$ cat config.mk
export PLATFORM = sky130hd
export DESIGN_NAME = lcd_wave_gen
export DESIGN_NICKNAME = d
export VERILOG_FILES = /design/src/rtl/lcdw_pkg.sv /design/src/rtl/lcdw_timing.sv /design/src/rtl/lcdw_com_drv.sv /design/src/rtl/lcdw_seg_drv.sv /design/src/rtl/lcd_wave_gen.sv
export SDC_FILE = /design/constraint.sdc
export NUM_CORES = 1
export LEC_CHECK = 0
export BUFFER_PORTS_ARGS = -buffer_cell sky130_fd_sc_hd__clkbuf_2
export CAP_MARGIN = 20
export CORE_AREA = 2 2 202 204
export CTS_CLUSTER_DIAMETER = 50
export DETAILED_ROUTE_END_ITERATION = 8
export DIE_AREA = 0 0 204 206
export PLACE_DENSITY = 0.46
export REMOVE_ABC_BUFFERS = 1
export SKIP_LAST_GASP = 1
export SLEW_MARGIN = 0
export SYNTH_ARGS = -nofsm -noshare
export SYNTH_HDL_FRONTEND = slang
export SYNTH_SLANG_ARGS = --single-unit
$ cat constraint.sdc
create_clock -name clk -period 4.33 [get_ports clk]
set_clock_uncertainty 0.15 [all_clocks]
set_input_delay 0.866 -clock clk [delete_from_list [all_inputs] [get_ports clk]]
set_output_delay 0.866 -clock clk [all_outputs]
set_load 0.02 [all_outputs]
$ cat src/rtl/lcdw_pkg.sv
package lcdw_pkg;

    localparam int LVW    = 3;
    localparam int MAXCOM = 8;
    localparam int SLOTW  = $clog2(MAXCOM);

    typedef enum logic [LVW-1:0] {
        LV_GND  = 3'd0,
        LV_Q1   = 3'd1,
        LV_T1   = 3'd2,
        LV_HALF = 3'd3,
        LV_T2   = 3'd4,
        LV_Q3   = 3'd5,
        LV_VDD  = 3'd6
    } lvl_e;

    typedef struct packed {
        logic [SLOTW-1:0] slot;
        logic             inv;
    } phase_t;

    function automatic lvl_e com_code(logic active, logic inv, logic eighth);
        if (active)      return inv ? LV_GND : LV_VDD;
        else if (eighth) return inv ? LV_Q3  : LV_Q1;
        else             return inv ? LV_T2  : LV_T1;
    endfunction

    function automatic lvl_e seg_code(logic on, logic inv, logic eighth);
        if (on)          return inv ? LV_VDD : LV_GND;
        else if (eighth) return LV_HALF;
        else             return inv ? LV_T1  : LV_T2;
    endfunction

endpackage

$ cat src/rtl/lcdw_timing.sv
module lcdw_timing
    import lcdw_pkg::*;
#(
    parameter int SLOT_TICKS = 8
) (
    input  logic   clk,
    input  logic   rst,
    input  logic   tick,
    input  logic   run,
    input  logic   eighth,
    output phase_t ph
);
    localparam int SUBW = (SLOT_TICKS > 1) ? $clog2(SLOT_TICKS) : 1;
    localparam logic [SUBW-1:0] SUB_LAST = SUBW'(SLOT_TICKS - 1);

    logic [SUBW-1:0]  sub_q;
    logic [SLOTW-1:0] last_slot;

    assign last_slot = eighth ? SLOTW'(MAXCOM - 1) : SLOTW'(MAXCOM / 2 - 1);

    always_ff @(posedge clk) begin
        if (rst || !run) begin
            sub_q <= '0;
            ph    <= '0;
        end else if (tick) begin
            if (sub_q == SUB_LAST) begin
                sub_q <= '0;
                if (ph.slot >= last_slot) begin
                    ph.slot <= '0;
                    ph.inv  <= ~ph.inv;
                end else begin
                    ph.slot <= ph.slot + 1'b1;
                end
            end else begin
                sub_q <= sub_q + 1'b1;
            end
        end
    end
endmodule

$ cat src/rtl/lcdw_com_drv.sv
module lcdw_com_drv
    import lcdw_pkg::*;
#(
    parameter int NCOM = 4
) (
    input  phase_t                ph,
    input  logic                  run,
    input  logic                  eighth,
    output logic [NCOM*LVW-1:0]   com_o
);
    for (genvar c = 0; c < NCOM; c++) begin : g_com
        assign com_o[c*LVW +: LVW] = run ?
            com_code(ph.slot == SLOTW'(c), ph.inv, eighth) : LV_GND;
    end
endmodule

$ cat src/rtl/lcdw_seg_drv.sv
module lcdw_seg_drv
    import lcdw_pkg::*;
#(
    parameter int NSEG   = 44,
    parameter int NGP    = 4,
    parameter int NSHARE = 4
) (
    input  phase_t                   ph,
    input  logic                     run,
    input  logic                     eighth,
    input  logic                     blank,
    input  logic                     lamp,
    input  logic [NGP-1:0]           gp_sel,
    input  logic [NGP-1:0]           gp_val,
    input  logic [NSEG*MAXCOM-1:0]   bitmap,
    output logic [NSEG*LVW-1:0]      seg_o
);
    localparam int GP_BASE = NSEG - NGP;

    for (genvar s = 0; s < NSEG; s++) begin : g_seg
        logic [MAXCOM-1:0] row;
        logic              on;
        lvl_e              scan_lvl;

        assign row      = bitmap[s*MAXCOM +: MAXCOM];
        assign on       = blank ? 1'b0 : (lamp ? 1'b1 : row[ph.slot]);
        assign scan_lvl = run ? seg_code(on, ph.inv, eighth) : LV_GND;

        if (s < NSHARE) begin : g_shared
            assign seg_o[s*LVW +: LVW] = (run && eighth) ?
                com_code(ph.slot == SLOTW'(s + MAXCOM / 2), ph.inv, 1'b1) : scan_lvl;
        end else if (s >= GP_BASE) begin : g_gp
            assign seg_o[s*LVW +: LVW] = gp_sel[s-GP_BASE] ?
                (gp_val[s-GP_BASE] ? LV_VDD : LV_GND) : scan_lvl;
        end else begin : g_plain
            assign seg_o[s*LVW +: LVW] = scan_lvl;
        end
    end
endmodule

$ cat src/rtl/lcd_wave_gen.sv
module lcd_wave_gen
    import lcdw_pkg::*;
#(
    parameter int NSEG       = 44,
    parameter int SLOT_TICKS = 8
) (
    input  logic                     clk,
    input  logic                     rst,
    input  logic                     tick,
    input  logic                     run,
    input  logic                     eighth,
    input  logic                     blank,
    input  logic                     lamp,
    input  logic [3:0]               gp_sel,
    input  logic [3:0]               gp_val,
    input  logic                     rsel_in,
    input  logic [NSEG*8-1:0]        bitmap,
    output logic [11:0]              com_lvl,
    output logic [NSEG*3-1:0]        seg_lvl,
    output logic                     rsel_out
);
    localparam int NCOM = MAXCOM / 2;

    phase_t ph;

    lcdw_timing #(.SLOT_TICKS(SLOT_TICKS)) u_timing (
        .clk    (clk),
        .rst    (rst),
        .tick   (tick),
        .run    (run),
        .eighth (eighth),
        .ph     (ph)
    );

    lcdw_com_drv #(.NCOM(NCOM)) u_com (
        .ph     (ph),
        .run    (run),
        .eighth (eighth),
        .com_o  (com_lvl)
    );

    lcdw_seg_drv #(.NSEG(NSEG), .NGP(4), .NSHARE(NCOM)) u_seg (
        .ph     (ph),
        .run    (run),
        .eighth (eighth),
        .blank  (blank),
        .lamp   (lamp),
        .gp_sel (gp_sel),
        .gp_val (gp_val),
        .bitmap (bitmap),
        .seg_o  (seg_lvl)
    );

    assign rsel_out = rsel_in;
endmodule

==> results.cfg <==
[synth]
synth_area_um2 = 5240
synth.most_common_cell = nor2_1
synth_top_cells_by_area = mux4_2 (28%), mux2i_1 (12%), a21oi_1 (8.9%)
synth-main-ff-cell = dfxtp_1
seq_area_frac_synth = 0.0267
yosysWarnings = 0
synth_top_area_share = 0.279
async_flop_share = 0
synth_area_leader_cell = mux4_2
ys_types = 42
synth_commonest_cells = nor2_1 (98), a21oi_1 (93), mux4_2 (65), mux2i_1 (61), nand2_1 (50)
avgSynthCellArea_um2 = 8.72
synth-edff-count = 0
syn_inst = 601
synth_seq_cells = 7

[hold_path]
min_to = u_timing.sub_q[1]
worstHoldStart = u_timing.sub_q[1]
whs_path_depth = 2
min_path_type = reg2reg

[detailed_routing]
wire_per_inst_um = 18.3
num_vias = 6969
via_per_inst = 4.36
drcViolationCount = 0
drtAntennaViolNets = 0
firstDrtPassIters = 4
drt-total-wl_um = 29300
drtIter0Drc = 424

[timing]
fin_crit_ns = 3.95
fin_crit_sh = 0.912
grt_setup_unrepaired = false
tns_ns = 0
finalSetupViolations = 0
finalMaxSlewViolations = 0
timing.hold.ws_ns = 0.324
slew_headroom = 0.428
hold_violations = 0
max_freq_mhz = 253
worstMarginPinSlew_ns = 0.847

[clocking]
cts_tree = yes
post_cts_resized = 0
cts_made_buffers = 3
cts.htree.levels = 1
ctsHoldBuffers = 0
cts.clk_slew.worst_paths_ns = 0.04
post_cts_buffers = 0
cts-root-buf = clkbuf_16
clock_sinks = 7
clk_latency_ns = 0.23
ctsLongestPathBuffers = 2

[cells_and_area]
seq_area_um2 = 148
nNetsFinal = 1448
area_growth_pct = 61.0
n_fill_cell = 4578
multiInputGateArea_um2 = 4640
drive_gt1_frac = 0.594
post-route-util = 0.210

[global_routing]
grt_pass1_wl_um = 40900
grt_max_degree = 66
overflow = 0
antenna_found_initial = 1
grt_pass1_vias = 6765
grt_use_total = 0.127

[power_and_ir_drop]
p_leak_uw = 0.00392
switchingPower_uw = 390
power.density_nw_per_um2 = 102
p_clk_frac = 0.186
design_power_total_uw = 859
cell_internal_pwr_uw = 468
vdd.ir_drop.worst_v = 0.0000953
swShare = 0.455
combPwrFrac = 0.739
pwr-share-seq = 0.075

[critical_path]
r2r-start = u_timing.ph[1]
setup.worst_path.start_class = flop
crit_type = reg2out
crit_arrival_ns = 2.93
required_ns = 3.31
reg2reg_to = u_timing.ph[3]
path_max_fanout = 35
reg2reg_slack_ns = 2.12
critPathCaptureType = primary output
reg2regPathDepth = 7

[die]
dieArea_um2 = 42000
start_util = 0.130
pin_count = 513
core.rowCount = 74
dieWidth_um = 204
core-area_um2 = 40200
fp.dieH_um = 206

[placement]
portBuffers = 510
dp_hpwl_um = 24500
gp_congestion = 0.848

[job]
drv_cap = 0

[outcome]
status = finished clean
## power groups by stage
stage,Combinational [µW],Sequential (µW),Clock [µW]
floorplan,293,66.8,0
global placement,632,65.6,0
detailed placement,637,65.6,0
CTS,640,64.6,161
global route,683,64.6,165
finish,634,64.6,160
## layout make-up
cell class,instances,area share
antenna,2,0.000593
clock buffer,4,0.00934
inverter,11,0.00564
multi-input combinational,508,0.550
sequential,7,0.0175
tap,532,0.0789
timing repair buffer,536,0.338
## worst max-delay path: stages (launching register included)
cell,delay [ns]
dfxtp_4,0.54
buf_12,0.29
nor2b_1,0.51
a22oi_1,0.18
nand2_1,0.18
a21oi_1,0.09
o31ai_1,0.59
clkbuf_2,0.30
## state kept, by name (all words and copies together) (netlist names)
| signal | cells |
|---|---|
| u_timing.ph | 4 |
| u_timing.sub_q | 3 |
## kinds of logic (layout without fill, tap and decap cells)
kind of cell	count (synthesis)	in the layout	synth area share
XOR/XNOR	6	6	0.0100
buffers and inverters	86	551	0.0920
multiplexers	150	150	0.504
flip-flops	7	7	0.0267
AND/OR/NAND/NOR	177	177	0.141
adder cells (fa/ha/maj)	13	13	0.0310
other	0	2	0
AO/OA/AOI/OAI	162	162	0.195
## stage by stage
step	area (µm²)	setup WS [ns]	instances
after floorplan	4800	-1.59	526
after global placement	8350	0.611	1594
after detailed placement	8350	0.579	1594
after CTS	8430	0.347	1598
after global routing	8430	0.127	1598
final	8440	0.381	1600
## routing by layer
layer | GRT usage | vias to the layer above | wire length [µm] | part of all wire
met2 | 0.225 | 339 | 14600 | 0.50
met4 | 0.0212 | 0 | 399 | 0.014
met1 | 0.161 | 3344 | 12100 | 0.41
met5 | 0 | - | 0 | 0
met3 | 0.0249 | 27 | 2210 | 0.076
li1 | - | 3259 | - | -
## worst max path at each step
| stage | startpoint | end | slack (ns) | cells after the start |
|---|---|---|---|---|
| 2_1_floorplan | u_timing.ph[1] | seg_lvl[20] | -1.59 | 3 |
| 3_3_place_gp | u_timing.ph[1] | seg_lvl[130] | 0.61 | 8 |
| 3_5_place_dp | run | seg_lvl[86] | 0.58 | 5 |
| 4_1_cts | u_timing.ph[1] | seg_lvl[130] | 0.35 | 7 |
| 5_1_grt | u_timing.ph[1] | seg_lvl[130] | 0.13 | 8 |
| 6_report | u_timing.ph[1] | seg_lvl[130] | 0.38 | 7 |
## cells in the final DEF (no fill, tap or decap), types with 4 or more instances in the layout
cell type and count:
clkbuf_2 509, nor2_1 98, a21oi_1 93, mux4_2 65, mux2i_1 61, nand2_1 47, o311ai_0 36, buf_4 19
mux2i_4 17, a22oi_1 16, ha_1 13, inv_1 8, o31ai_1 8, buf_12 8, and2_1 7, mux4_1 7
nor3_1 6, nor2b_1 5, xnor2_1 5, dfxtp_1 5, o211ai_1 4
Note: power is estimated with default switching activity, not from simulation.
